==> src/rtl/cs_pkg.sv <==
package cs_pkg;
  typedef enum logic [1:0] {
    ST_ARMED  = 2'd0,
    ST_RUN    = 2'd1,
    ST_HOLD   = 2'd2,
    ST_SETTLE = 2'd3
  } seq_state_t;
endpackage

==> src/rtl/cs_timer.sv <==
module cs_timer
  import cs_pkg::*;
#(
  parameter int CONV_CYCLES   = 3000,
  parameter int SETTLE_CYCLES = 75,
  parameter int CLR_MIN       = 3,
  localparam int CW = $clog2(CONV_CYCLES + 1)
) (
  input  logic          clk,
  input  logic          rst_n,
  input  logic          start_i,
  input  logic          fclr_i,
  output seq_state_t    state_o,
  output logic [CW-1:0] cnt_o,
  output logic          clr_o
);
  localparam int SW = $clog2(SETTLE_CYCLES + 1);
  localparam int RW = $clog2(CLR_MIN + 1);
  localparam logic [CW-1:0] LAST  = CW'(CONV_CYCLES - 1);
  localparam logic [SW-1:0] SLAST = SW'(SETTLE_CYCLES - 1);
  localparam logic [RW-1:0] RMAX  = RW'(CLR_MIN);
  localparam logic [RW-1:0] RQUAL = RW'(CLR_MIN - 1);

  seq_state_t    st_q, st_d;
  logic [CW-1:0] cnt_q, cnt_d;
  logic [SW-1:0] scnt_q, scnt_d;
  logic [RW-1:0] run_q, run_d;
  logic          clr_hit;

  always_comb begin
    clr_hit = fclr_i && (run_q >= RQUAL);
    run_d   = !fclr_i ? '0 : ((run_q == RMAX) ? run_q : run_q + 1'b1);
    st_d    = st_q;
    cnt_d   = cnt_q;
    scnt_d  = scnt_q;
    if (clr_hit) begin
      st_d   = ST_SETTLE;
      cnt_d  = '0;
      scnt_d = '0;
    end else begin
      case (st_q)
        ST_ARMED: if (start_i) begin
          st_d  = ST_RUN;
          cnt_d = '0;
        end
        ST_RUN: begin
          if (cnt_q == LAST) st_d = ST_HOLD;
          else cnt_d = cnt_q + 1'b1;
        end
        ST_SETTLE: begin
          if (scnt_q == SLAST) st_d = ST_ARMED;
          else scnt_d = scnt_q + 1'b1;
        end
        default: ;
      endcase
    end
  end

  always_ff @(posedge clk or negedge rst_n) begin
    if (!rst_n) begin
      st_q   <= ST_ARMED;
      cnt_q  <= '0;
      scnt_q <= '0;
      run_q  <= '0;
    end else begin
      st_q   <= st_d;
      cnt_q  <= cnt_d;
      scnt_q <= scnt_d;
      run_q  <= run_d;
    end
  end

  assign state_o = st_q;
  assign cnt_o   = cnt_q;
  assign clr_o   = clr_hit;

  p_window_end_r2: assert property (@(posedge clk) disable iff (!rst_n)
    (st_q == ST_RUN && cnt_q == LAST && !clr_hit) |=> st_q == ST_HOLD);
  p_eoc_sticky_r2: assert property (@(posedge clk) disable iff (!rst_n)
    (st_q == ST_HOLD && !clr_hit) |=> st_q == ST_HOLD);
  p_settle_lock_r8: assert property (@(posedge clk) disable iff (!rst_n)
    (st_q == ST_SETTLE) |=> st_q != ST_RUN);
  p_clear_wins_r11: assert property (@(posedge clk) disable iff (!rst_n)
    clr_hit |=> st_q == ST_SETTLE);
endmodule

==> src/rtl/cs_channel.sv <==
module cs_channel #(
  parameter int VAL_W = 10,
  parameter int CW    = 12
) (
  input  logic             clk,
  input  logic             rst_n,
  input  logic             clr_i,
  input  logic             accept_i,
  input  logic             gate_i,
  input  logic             run_i,
  input  logic             rundown_i,
  input  logic [CW-1:0]    cnt_i,
  output logic [VAL_W-1:0] val_o,
  output logic             ovf_o
);
  localparam int MAXV = (1 << VAL_W) - 1;

  logic             hit_q, hit_d;
  logic [VAL_W-1:0] val_q, val_d;
  logic             ovf_q, ovf_d;
  logic             upd_en, over;

  always_comb begin
    over   = int'(cnt_i) > MAXV;
    upd_en = run_i && hit_q && rundown_i;
    hit_d  = hit_q | (accept_i & gate_i);
    val_d  = over ? VAL_W'(MAXV) : VAL_W'(cnt_i);
    ovf_d  = over;
  end

  always_ff @(posedge clk or negedge rst_n) begin
    if (!rst_n) begin
      hit_q <= 1'b0;
      val_q <= '0;
      ovf_q <= 1'b0;
    end else if (clr_i) begin
      hit_q <= 1'b0;
      val_q <= '0;
      ovf_q <= 1'b0;
    end else begin
      hit_q <= hit_d;
      if (upd_en) begin
        val_q <= val_d;
        ovf_q <= ovf_d;
      end
    end
  end

  assign val_o = val_q;
  assign ovf_o = ovf_q;

  p_clr_zero_r7: assert property (@(posedge clk) disable iff (!rst_n)
    clr_i |=> (val_q == '0 && !ovf_q));
  p_nogate_zero_r4: assert property (@(posedge clk) disable iff (!rst_n)
    !hit_q |-> (val_q == '0 && !ovf_q));
  p_frozen_r10: assert property (@(posedge clk) disable iff (!rst_n)
    (!run_i && !clr_i) |=> $stable(val_q));
  p_ovf_sat_r3: assert property (@(posedge clk) disable iff (!rst_n)
    ovf_q |-> val_q == VAL_W'(MAXV));
endmodule

==> src/rtl/cs_empty.sv <==
module cs_empty #(
  parameter int N_CH    = 12,
  parameter int VAL_W   = 10,
  parameter int THR_W   = 7,
  parameter int THR_MAX = 100
) (
  input  logic [N_CH*VAL_W-1:0] vals_i,
  input  logic [THR_W-1:0]      thr_i,
  input  logic                  hold_i,
  output logic                  empty_o
);
  int   thr_eff;
  logic all_low;

  always_comb begin
    thr_eff = (int'(thr_i) > THR_MAX) ? THR_MAX : int'(thr_i);
    all_low = 1'b1;
    for (int k = 0; k < N_CH; k++) begin
      if (int'(vals_i[k*VAL_W +: VAL_W]) >= thr_eff) all_low = 1'b0;
    end
    empty_o = hold_i && all_low;
  end
endmodule

==> src/rtl/conv_seq_top.sv <==
module conv_seq_top
  import cs_pkg::*;
#(
  parameter int N_CH          = 12,
  parameter int VAL_W         = 10,
  parameter int CONV_CYCLES   = 3000,
  parameter int SETTLE_CYCLES = 75,
  parameter int CLR_MIN       = 3,
  parameter int THR_W         = 7,
  parameter int THR_MAX       = 100
) (
  input  logic                      clk,
  input  logic                      rst_n,
  input  logic                      start_i,
  input  logic                      fclr_i,
  input  logic                      inhibit_i,
  input  logic [N_CH-1:0]           gate_i,
  input  logic [N_CH-1:0]           rundown_i,
  input  logic [THR_W-1:0]          thresh_i,
  output logic [N_CH*(VAL_W+1)-1:0] data_o,
  output logic                      eoc_o,
  output logic                      empty_o,
  output logic                      ready_o,
  output logic                      conv_o
);
  localparam int CW = $clog2(CONV_CYCLES + 1);
  localparam int WW = VAL_W + 1;

  seq_state_t            st;
  logic [CW-1:0]         cnt;
  logic                  clr;
  logic                  accept;
  logic [N_CH*VAL_W-1:0] vals;

  cs_timer #(
    .CONV_CYCLES  (CONV_CYCLES),
    .SETTLE_CYCLES(SETTLE_CYCLES),
    .CLR_MIN      (CLR_MIN)
  ) u_timer (
    .clk    (clk),
    .rst_n  (rst_n),
    .start_i(start_i),
    .fclr_i (fclr_i),
    .state_o(st),
    .cnt_o  (cnt),
    .clr_o  (clr)
  );

  assign accept = (st == ST_ARMED || st == ST_RUN) && !inhibit_i;

  for (genvar k = 0; k < N_CH; k++) begin : g_ch
    logic [VAL_W-1:0] v;
    logic             o;
    cs_channel #(.VAL_W(VAL_W), .CW(CW)) u_ch (
      .clk      (clk),
      .rst_n    (rst_n),
      .clr_i    (clr),
      .accept_i (accept),
      .gate_i   (gate_i[k]),
      .run_i    (st == ST_RUN),
      .rundown_i(rundown_i[k]),
      .cnt_i    (cnt),
      .val_o    (v),
      .ovf_o    (o)
    );
    assign data_o[k*WW +: WW]       = {o, v};
    assign vals[k*VAL_W +: VAL_W]   = v;
  end

  cs_empty #(
    .N_CH(N_CH), .VAL_W(VAL_W), .THR_W(THR_W), .THR_MAX(THR_MAX)
  ) u_empty (
    .vals_i (vals),
    .thr_i  (thresh_i),
    .hold_i (st == ST_HOLD),
    .empty_o(empty_o)
  );

  assign eoc_o   = (st == ST_HOLD);
  assign ready_o = (st == ST_ARMED);
  assign conv_o  = (st == ST_RUN);

  p_empty_after_eoc_r9: assert property (@(posedge clk) disable iff (!rst_n)
    empty_o |-> eoc_o);
endmodule

==> config.mk <==
export PLATFORM = sky130hd
export DESIGN_NAME = conv_seq_top
export DESIGN_NICKNAME = d
export VERILOG_FILES = /design/src/rtl/cs_pkg.sv /design/src/rtl/cs_timer.sv /design/src/rtl/cs_channel.sv /design/src/rtl/cs_empty.sv /design/src/rtl/conv_seq_top.sv
export SDC_FILE = /design/constraint.sdc
export NUM_CORES = 1
export LEC_CHECK = 0
export ABC_CLOCK_PERIOD_IN_PS = 2700
export BUFFER_PORTS_ARGS = -buffer_cell sky130_fd_sc_hd__buf_2
export CAP_MARGIN = 10
export CELL_PAD_IN_SITES_DETAIL_PLACEMENT = 1
export CELL_PAD_IN_SITES_GLOBAL_PLACEMENT = 1
export CORE_MARGIN = 4
export CORE_UTILIZATION = 42
export DETAILED_ROUTE_END_ITERATION = 7
export HOLD_SLACK_MARGIN = 0.02
export PLACE_DENSITY = 0.9
export SLEW_MARGIN = 25
export SYNTH_ARGS = -nofsm -noshare
export SYNTH_HDL_FRONTEND = slang
export SYNTH_SLANG_ARGS = --single-unit
==> constraint.sdc <==
create_clock -name clk -period 2.7 [get_ports clk]
set_input_delay 0.135 -clock clk [delete_from_list [all_inputs] [get_ports clk]]
set_output_delay 0.135 -clock clk [all_outputs]
set_load 0.01 [all_outputs]
# Word-level counts from Yosys, hierarchy flattened
# Cells that the tools add are included.
# word_totals
input_bits	36
latch_bits	0
mem_bits_rw	0
wordCells	230
ff_bits	167
out_inout_bits	136
n_memories	0
romBits	0
# classes
n_addsub	3
n_lt_le_gt_ge	15
shifts	0
reduce_logical	48
bitwise_logic	24
mul	0
eq_ne	12
div	0
mux	88
# op_table
operator	n
11-bit by 32-bit greater-or-equal comparator with 1-bit output	12
10-bit two-way mux	25
1-bit two-way mux	48
12-bit two-way mux	3
7-bit two-way mux	4
1-bit logical AND	27
2-bit nonzero test	13
12-bit case mux with 2 select lines	1
12-bit by 1-bit adder with 12-bit output, second input constant	1
1-bit AND	12
12-bit equality test, second input constant	1
12-bit by 10-bit greater-than comparator with 1-bit output, second input constant	1
2-bit two-way mux	6
1-bit OR	12
7-bit by 1-bit adder with 7-bit output, second input constant	1
7-bit equality test, second input constant	1
7-bit greater-than comparator, second input constant	1
2-bit equality test, second input constant	3
3-bit by 2-bit inequality test with 1-bit output, second input constant	2
3-bit inequality test, second input constant	2
2-bit case mux with 3 select lines	1
2-bit inequality test, second input constant	2
4-bit AND reduction	1
4-bit nonzero test	1
other kinds (9)	9

# Logic depth before layout (Yosys ltp)
# Gate-level depths: netlist of the first run.
# logic_depth
ltp_word	16
mapped_depth	10
mapped_depth_nobuf	10

# Cells and area by module
# A second synthesis of the first run with hierarchy kept.
# unflattened
hier_cells	894
hier_area_um2	10334.9
# modules_own_cells
mod	cells_each	area_each_um2	seq_area_each_um2	instances
cs_channel	42	575.6	300.3	12
cs_empty	230	1973.1	0.0	1
cs_timer	144	1342.5	575.6	1
conv_seq_top	16	112.6	0.0	1

# Worst setup path after synthesis of the first run
# No wires, ideal clock.
# synth_path
path_kind	reg2out
start	reg g_ch[3].u_ch.val_q[6]
end	out empty_o
arrival_ns	2.278
slack_ns	0.287
n_path_buf	0
stages_incl_launch_ff	7
t_required_ns	2.565
path_cell_list	dfrtp_1 > ha_1 > or4_1 > or4_1 > nor4_1 > nand4_1 > nor4_2
# synth_via
elab_chain_cells	11
# synth_rtl
item	line	text
start: declaration	cs_channel.sv:19	logic [VAL_W-1:0] val_q, val_d;
start signal: assignment	cs_channel.sv:43	val_q <= val_d;
11-bit by 32-bit greater-or-equal comparator with 1-bit output	cs_empty.sv:19	if (int'(vals_i[k*VAL_W +: VAL_W]) >= thr_eff) all_low = 1'b0;
1-bit two-way mux (9 in a row)	cs_empty.sv:19	
1-bit logical AND	cs_empty.sv:21	empty_o = hold_i && all_low;
end: declaration	conv_seq_top.sv:22	output logic empty_o,
# No other way between the ends.

# Final worst setup path of the first run
# Same ends and word-level chain as after synthesis.

==> results of run 1 <==
[worst max-delay path, cell delays in order, from the launching register on]
cell	delay [ps]
dfrtp_1	430
ha_2	200
or4_1	390
or4_4	510
nor4_4	330
nand4_1	180
nor4_2	310
buf_2	190
[flip-flops by register name (all words and copies together) (netlist names)]
| signal | flops |
|---|---|
| g_ch.u_ch.val_o | 120 |
| g_ch.u_ch.hit_q | 12 |
| g_ch.u_ch.ovf_o | 12 |
| u_timer.cnt_o | 12 |
| u_timer.scnt_q | 7 |
| u_timer.run_q | 2 |
| u_timer.state_o | 2 |
[cell usage after synthesis (2+ instances only)]
cell type	count	share of area [%]
dfrtp_1	167	49
a21oi_1	163	9.6
nor2_1	155	6.8
ha_1	93	14
o21ai_0	61	3.6
clkbuf_1	45	2.0
nand3_1	32	1.9
nand2_1	28	1.2
inv_1	21	0.93
nand2b_1	18	1.3
a211oi_1	14	1.2
buf_4	12	1.1
nand4_1	12	0.88
nor4_1	11	0.81
nand4b_1	10	1.0
nor2b_1	6	0.44
a31oi_1	5	0.37
and3_1	5	0.37
o211ai_1	5	0.44
or3_1	4	0.29
nor3_1	3	0.18
nor3b_1	3	0.26
xnor2_1	3	0.31
and2_1	2	0.15
o21a_1	2	0.18
or4_1	2	0.18
xor2_1	2	0.21
[power by group through the flow]
stage / sequential, mW / clock (mW) / combinational, mW
finish: 4.83 / 2.79 / 6.19
global route: 4.92 / 2.91 / 6.82
CTS: 4.76 / 2.78 / 6.13
detailed placement: 4.78 / 0 / 5.85
global placement: 4.71 / 0 / 5.39
floorplan: 4.84 / 0 / 3.07
[metrics by stage]
stage,setup TNS [ps],setup WS [ps],utilization [%],instances
after CTS,-387,-387,53.4,1353
final,-419,-419,53.4,1353
after detailed placement,-131,-131,49.2,1306
after global placement,-8.94,-8.94,49.2,1306
after global routing,-431,-431,53.4,1353
after floorplan,0,287,-,899
[per-layer routing]
metal  share of wire, %  vias to the layer above  routed length, microns  track usage (%)
li1                   -                     3538                       -                -
met1                 38                     4108                   12300             35.0
met2                 49                      389                   16000             48.6
met3                8.1                      130                    2650             7.34
met4                5.5                        2                    1810             16.4
met5              0.037                        -                      12                0
[layout make-up]
| cell class | count | area [sq um] |
|---|---|---|
| Clock buffer | 18 | 439 |
| Clock inverter | 14 | 223 |
| Fill cell | 2267 | 9180 |
| Inverter | 21 | 78.8 |
| Multi-Input combinational cell | 652 | 4020 |
| Sequential cell | 167 | 4180 |
| Tap cell | 265 | 332 |
| Timing Repair Buffer | 216 | 1270 |
[timing repair]
action | in CTS | in global routing
setup endpoints to repair | 1 | 3
hold buffers | 14 | 0
hold endpoints to repair | 83 | 0
pin swaps | 6 | 6
setup buffers | 1 | 0
resized for setup | 4 | 1
[cell families after synthesis]
logic type               count (synthesis)  share of synthesized area [%]
AND/OR/NAND/NOR                        296                           16.5
adder cells (fa/ha/maj)                 93                           13.7
XOR/XNOR                                 5                          0.515
buffers and inverters                   80                           4.07
AO/OA/AOI/OAI                          258                           16.1
flip-flops                             167                           49.1
[cells in the final DEF (no fill, tap or decap), types with 17 or more instances in the layout]
| cell | n |
|---|---|
| dfrtp_1 | 167 |
| ha_1 | 92 |
| nand2b_1 | 18 |
| nor2_1 | 155 |
| o21ai_0 | 60 |
| nand3_1 | 32 |
| nand2_1 | 27 |
| inv_1 | 21 |
| clkbuf_16 | 17 |
| buf_2 | 170 |
| a21oi_1 | 163 |
| buf_4 | 28 |
[worst min-delay path by stage]
stage | end | start | depth (start not counted) | slack (ps)
final | g_ch[7].u_ch.ovf_o$_DFFE_PN0P_ | rundown_i[7] | 3 | 30
after floorplan | g_ch[0].u_ch.hit_q$_DFF_PN0_ | rst_n | 0 | -160
after detailed placement | g_ch[6].u_ch.hit_q$_DFF_PN0_ | rst_n | 1 | 210
after global placement | g_ch[7].u_ch.hit_q$_DFF_PN0_ | rst_n | 1 | 210
after CTS | g_ch[5].u_ch.ovf_o$_DFFE_PN0P_ | rundown_i[5] | 3 | 30
after global routing | g_ch[11].u_ch.ovf_o$_DFFE_PN0P_ | rundown_i[11] | 3 | 50
==> flow_summary.json, run 1 <==
{
  "status": "finished with violations",
  "violations": "setup timing",
  "pwr-share-seq_pct": 35.0,
  "drt_iter0_markers": 539,
  "fin_area_sq_um": 10500,
  "maxCapViolCount": 0,
  "first_global_vias": 8773,
  "finalClockSkew_ps": 11.8,
  "row_count": 51,
  "synth-async-reset-ratio_pct": 100,
  "ys_seq_area_share_pct": 49.1,
  "area_growth_pct": 23.9,
  "crit_path_start_kind": "register",
  "grt_max_degree": 72,
  "setup_viol": 1,
  "nets": 1204,
  "routedWlPerCell_microns": 24.3,
  "clk_pin_slew_ps": 70,
  "clockPowerShare_pct": 20.2,
  "fin_crit_ps": 3120,
  "die_y_microns": 150,
  "synth.distinct_cells": 42,
  "syn_avg_cell_area_sq_um": 9.46,
  "maxSlewHeadroom_pct": 41.1,
  "clk_latency_ps": 440,
  "core_sq_um": 19700,
  "fp.dieW_microns": 150,
  "rrSetupSlack_ps": 240,
  "ctsHtreeMaxLevel": 4,
  "critPathMaxFanout": 2,
  "tritoncts": "built",
  "power_mw": 13.8,
  "cts.path.max_buffers": 2,
  "cp-end-kind": "output pin",
  "syn-num-nets": 1028,
  "drive_above_1_share_pct": 22.4,
  "gp_congestion": 0.864,
  "crit_end": "empty_o",
  "hpwlAfterDp_mm": 22.1,
  "p_sw_mw": 6.19,
  "syn-cell-area_sq_um": 8510,
  "netlist_instances": 899,
  "drtPass1Iterations": 5,
  "reg2reg_depth": 8,
  "fmax_mhz": 321,
  "hold_viol_final": 0,
  "finalCritPeriodShare_pct": 116,
  "critPathKind": "reg -> out",
  "r2r_end": "g_ch[2].u_ch.val_o[0]$_DFFE_PN0P_",
  "ys_warn_count": 0,
  "io_buffer_count": 171,
  "drt_wl_total_mm": 32.9,
  "cts_root_buf": "clkbuf_16",
  "min_path_type": "in -> reg",
  "dieArea_sq_um": 22600,
  "via_per_inst": 6.04,
  "r2r-start": "u_timer.run_q[0]$_DFFE_PN0P_",
  "drcViolationCount": 0,
  "synthFlopType": "dfrtp_1",
  "cp_data_arrival_time_ps": 2980,
  "worst_slew_pin_slew_ps": 880,
  "rsz0062_at_grt": "true",
  "antenna_cells": 0,
  "overflow": 0,
  "p_comb_share_pct": 44.8,
  "ir_drop_mv": 0.522,
  "grt_antenna_before_repair": 1,
  "numCtsBuffers": 17,
  "switching_share_pct": 44.8,
  "intPower_mw": 7.62,
  "start_util_pct": 43.1,
  "whs_ps": 33.6,
  "fin_ws_ps": -419,
  "power_density_nw_per_um2": 1310,
  "synth_edf_count": 0,
  "grt_pass1_wl_mm": 50.4,
  "leakage_nw": 5.09,
  "drtAntennaViolNets": 0,
  "place_area_sq_um": 9700,
  "required_ps": 2570,
  "track_usage_pct": 29.4,
  "vias": 8167,
  "pin_count": 172,
  "critPathLaunch": "g_ch[3].u_ch.val_o[6]$_DFFE_PN0P_",
  "synth-seq-cells": 167,
  "cts_sinks": 167,
  "finalMaxSlewViolations": 0
}
(Power assumes the default switching activity.)
==> inputs of run 2 (changes only) <==
- GPL_TIMING_DRIVEN: default -> 0
==> run 2 against run 1 <==
The flow still finishes with violations (setup timing). Clock-buffer cell count up 2. Power shrank 2.8%. Register-to-register slack got worse by 130 ps. Critical path type unchanged. Critical endpoint unchanged. Largest cell class unchanged.
==> flow_summary.json, run 2 (synthesis results as in run 1) <==
{
  "first_global_vias": 8882,
  "drcViolationCount": 0,
  "grt_antenna_before_repair": 1,
  "numCtsBuffers": 17,
  "nets": 1235,
  "crit_path_start_kind": "register",
  "rsz0062_at_grt": "true",
  "track_usage_pct": 29.7,
  "switching_share_pct": 46.1,
  "maxCapViolCount": 0,
  "finalCoreUtilization_pct": 53.5,
  "p_comb_share_pct": 46.7,
  "finalClockSkew_ps": 11.6,
  "holdPathEnd": "g_ch[2].u_ch.ovf_o$_DFFE_PN0P_",
  "drtAntennaViolNets": 0,
  "hpwlAfterDp_mm": 22.7,
  "fin_area_sq_um": 10500,
  "power_density_nw_per_um2": 1270,
  "drive_above_1_share_pct": 21.6,
  "clk_latency_ps": 440,
  "fin_ws_ps": -332,
  "leakage_nw": 5.07,
  "detailroute.wirelength.met3_mm": 2.27,
  "fp.dieW_microns": 150,
  "die_y_microns": 150,
  "status": "finished with violations",
  "cts_sinks": 167,
  "cp-end-kind": "output pin",
  "power_mw": 13.4,
  "critPathKind": "reg -> out",
  "ctsHtreeMaxLevel": 4,
  "r2r_end": "g_ch[4].u_ch.val_o[3]$_DFFE_PN0P_",
  "maxSlewHeadroom_pct": 28.5,
  "grt_max_degree": 66,
  "place_area_sq_um": 9780,
  "cts.path.max_buffers": 2,
  "grt_pass1_wl_mm": 50.5,
  "io_buffer_count": 171,
  "fin_crit_ps": 3030,
  "final_cell_mix": "buf_2 (171), dfrtp_1 (167), a21oi_1 (162)",
  "mostFrequentLayoutCell": "buf_2",
  "clk_pin_slew_ps": 70,
  "row_count": 51,
  "topRoutingLayerUsed": "met5",
  "area_growth_pct": 23.9,
  "routedWlPerCell_microns": 24.0,
  "cts_root_buf": "clkbuf_16",
  "pin_count": 172,
  "core_sq_um": 19700,
  "start_util_pct": 43.1,
  "min_path_cells": 3,
  "gp_congestion": 0.892,
  "m1WireLength_mm": 13.0,
  "required_ps": 2570,
  "vias": 8240,
  "intPower_mw": 7.24,
  "antenna_cells": 0,
  "rrSetupSlack_ps": 110,
  "cp_slowest_cell": "or4_4",
  "path_cells": "ha_2 -> or4_4 -> or4_4 -> nor4_4 -> nand4_1 -> nor4_2 -> buf_2",
  "drtPass1Iterations": 4,
  "r2r-start": "u_timer.run_q[0]$_DFFE_PN0P_",
  "max_stage_delay_ps": 530,
  "ir_drop_mv": 0.563,
  "largest_reg_flops": 120,
  "pwr-share-seq_pct": 35.7,
  "worstHoldStart": "rundown_i[2]",
  "drt_wl_total_mm": 33.2,
  "critPathMaxFanout": 2,
  "clockPowerShare_pct": 17.6,
  "cpMostUsedCell": "or4_4",
  "min_path_type": "in -> reg",
  "met2_length_mm": 16.2,
  "hold_viol_final": 0,
  "fmax_mhz": 330,
  "p_sw_mw": 6.18,
  "drt_iter0_markers": 658,
  "fill_cells": 2313,
  "worst_slew_pin_slew_ps": 1070,
  "tritoncts": "built",
  "dieArea_sq_um": 22600,
  "overflow": 0,
  "reg2reg_depth": 7,
  "via_per_inst": 5.96,
  "setup_viol": 1,
  "finalCritPeriodShare_pct": 112,
  "cp_data_arrival_time_ps": 2900,
  "violations": "setup timing",
  "finalMaxSlewViolations": 0
}
-- run 2: cell types whose count changed in the layout (fill, tap and decap cells not counted), sizes merged --
cell	before	now
clkbuf	18	65
buf	202	189
bufinv	5	1
clkinvlp	4	6
inv	23	21
clkinv	3	4
dlygate4sd3	14	13
-- run 2: critical path: cells and delay by family (launching register included) --
| kind | cells | cell delay [ps] |
|---|---|---|
| and+or+nand+nor | 5 | 1660 |
| DFF | 1 | 400 |
| buffers and inverters | 1 | 210 |
| adders and majority gates | 1 | 200 |
-- run 2: what timing repair did --
item | CTS | global route
hold endpoints to repair | 119 | 0
endpoints found under the setup margin | 112 | 82
gates resized for setup | 11 | 18
pin swaps | 5 | 4
setup buffers | 1 | 0
hold buffers | 13 | 0
-- run 2: cell type report --
type	instances	area, sq um	area share (%)
Clock inverter	11	103	0.973
Sequential cell	167	4180	39.6
Timing Repair Buffer	188	1070	10.1
Buffer	59	279	2.65
Clock buffer	20	457	4.33
Inverter	21	78.8	0.748
Multi-Input combinational cell	652	4040	38.4
Tap cell	265	332	3.15
-- run 2: through the flow --
| step | worst slack, ps | instances | hold WS [ps] | TNS [ps] |
|---|---|---|---|---|
| 6_report | -332 | 1383 | 46.3 | -332 |
| 5_1_grt | -376 | 1383 | 38.4 | -376 |
| 4_1_cts | -388 | 1383 | 24.0 | -388 |
| 3_5_place_dp | -517 | 1338 | 66.4 | -3620 |
| 3_3_place_gp | -1140 | 1335 | 370 | -190390 |
| 2_1_floorplan | 287 | 899 | -161 | 0 |
-- run 2: how the worst max path moves through the flow --
stage                                      startpoint                                 to  slack (ps)  depth (start not counted)
finish              g_ch[3].u_ch.val_o[6]$_DFFE_PN0P_                            empty_o        -330                          7
floorplan           g_ch[3].u_ch.val_o[6]$_DFFE_PN0P_                            empty_o         290                          6
detailed placement                        thresh_i[2]                            empty_o        -520                         11
CTS                 g_ch[3].u_ch.val_o[6]$_DFFE_PN0P_                            empty_o        -390                          7
global placement                                rst_n  g_ch[5].u_ch.val_o[3]$_DFFE_PN0P_       -1140                          1
global route        g_ch[3].u_ch.val_o[6]$_DFFE_PN0P_                            empty_o        -380                          7
-- run 2: power groups by stage --
stage | Combinational (mW) | Sequential (mW) | Clock, mW
after floorplan | 3.07 | 4.84 | 0
after global placement | 5.44 | 4.69 | 0
after detailed placement | 5.90 | 4.74 | 0
after CTS | 6.14 | 4.73 | 2.36
after global routing | 6.88 | 4.88 | 2.48
final | 6.26 | 4.80 | 2.36
-- run 2: per-layer routing --
layer,up-vias,GRT usage [%]
met1,4146,35.4
met3,116,6.80
met2,391,49.9
li1,3585,-
met4,2,15.8
met5,-,0
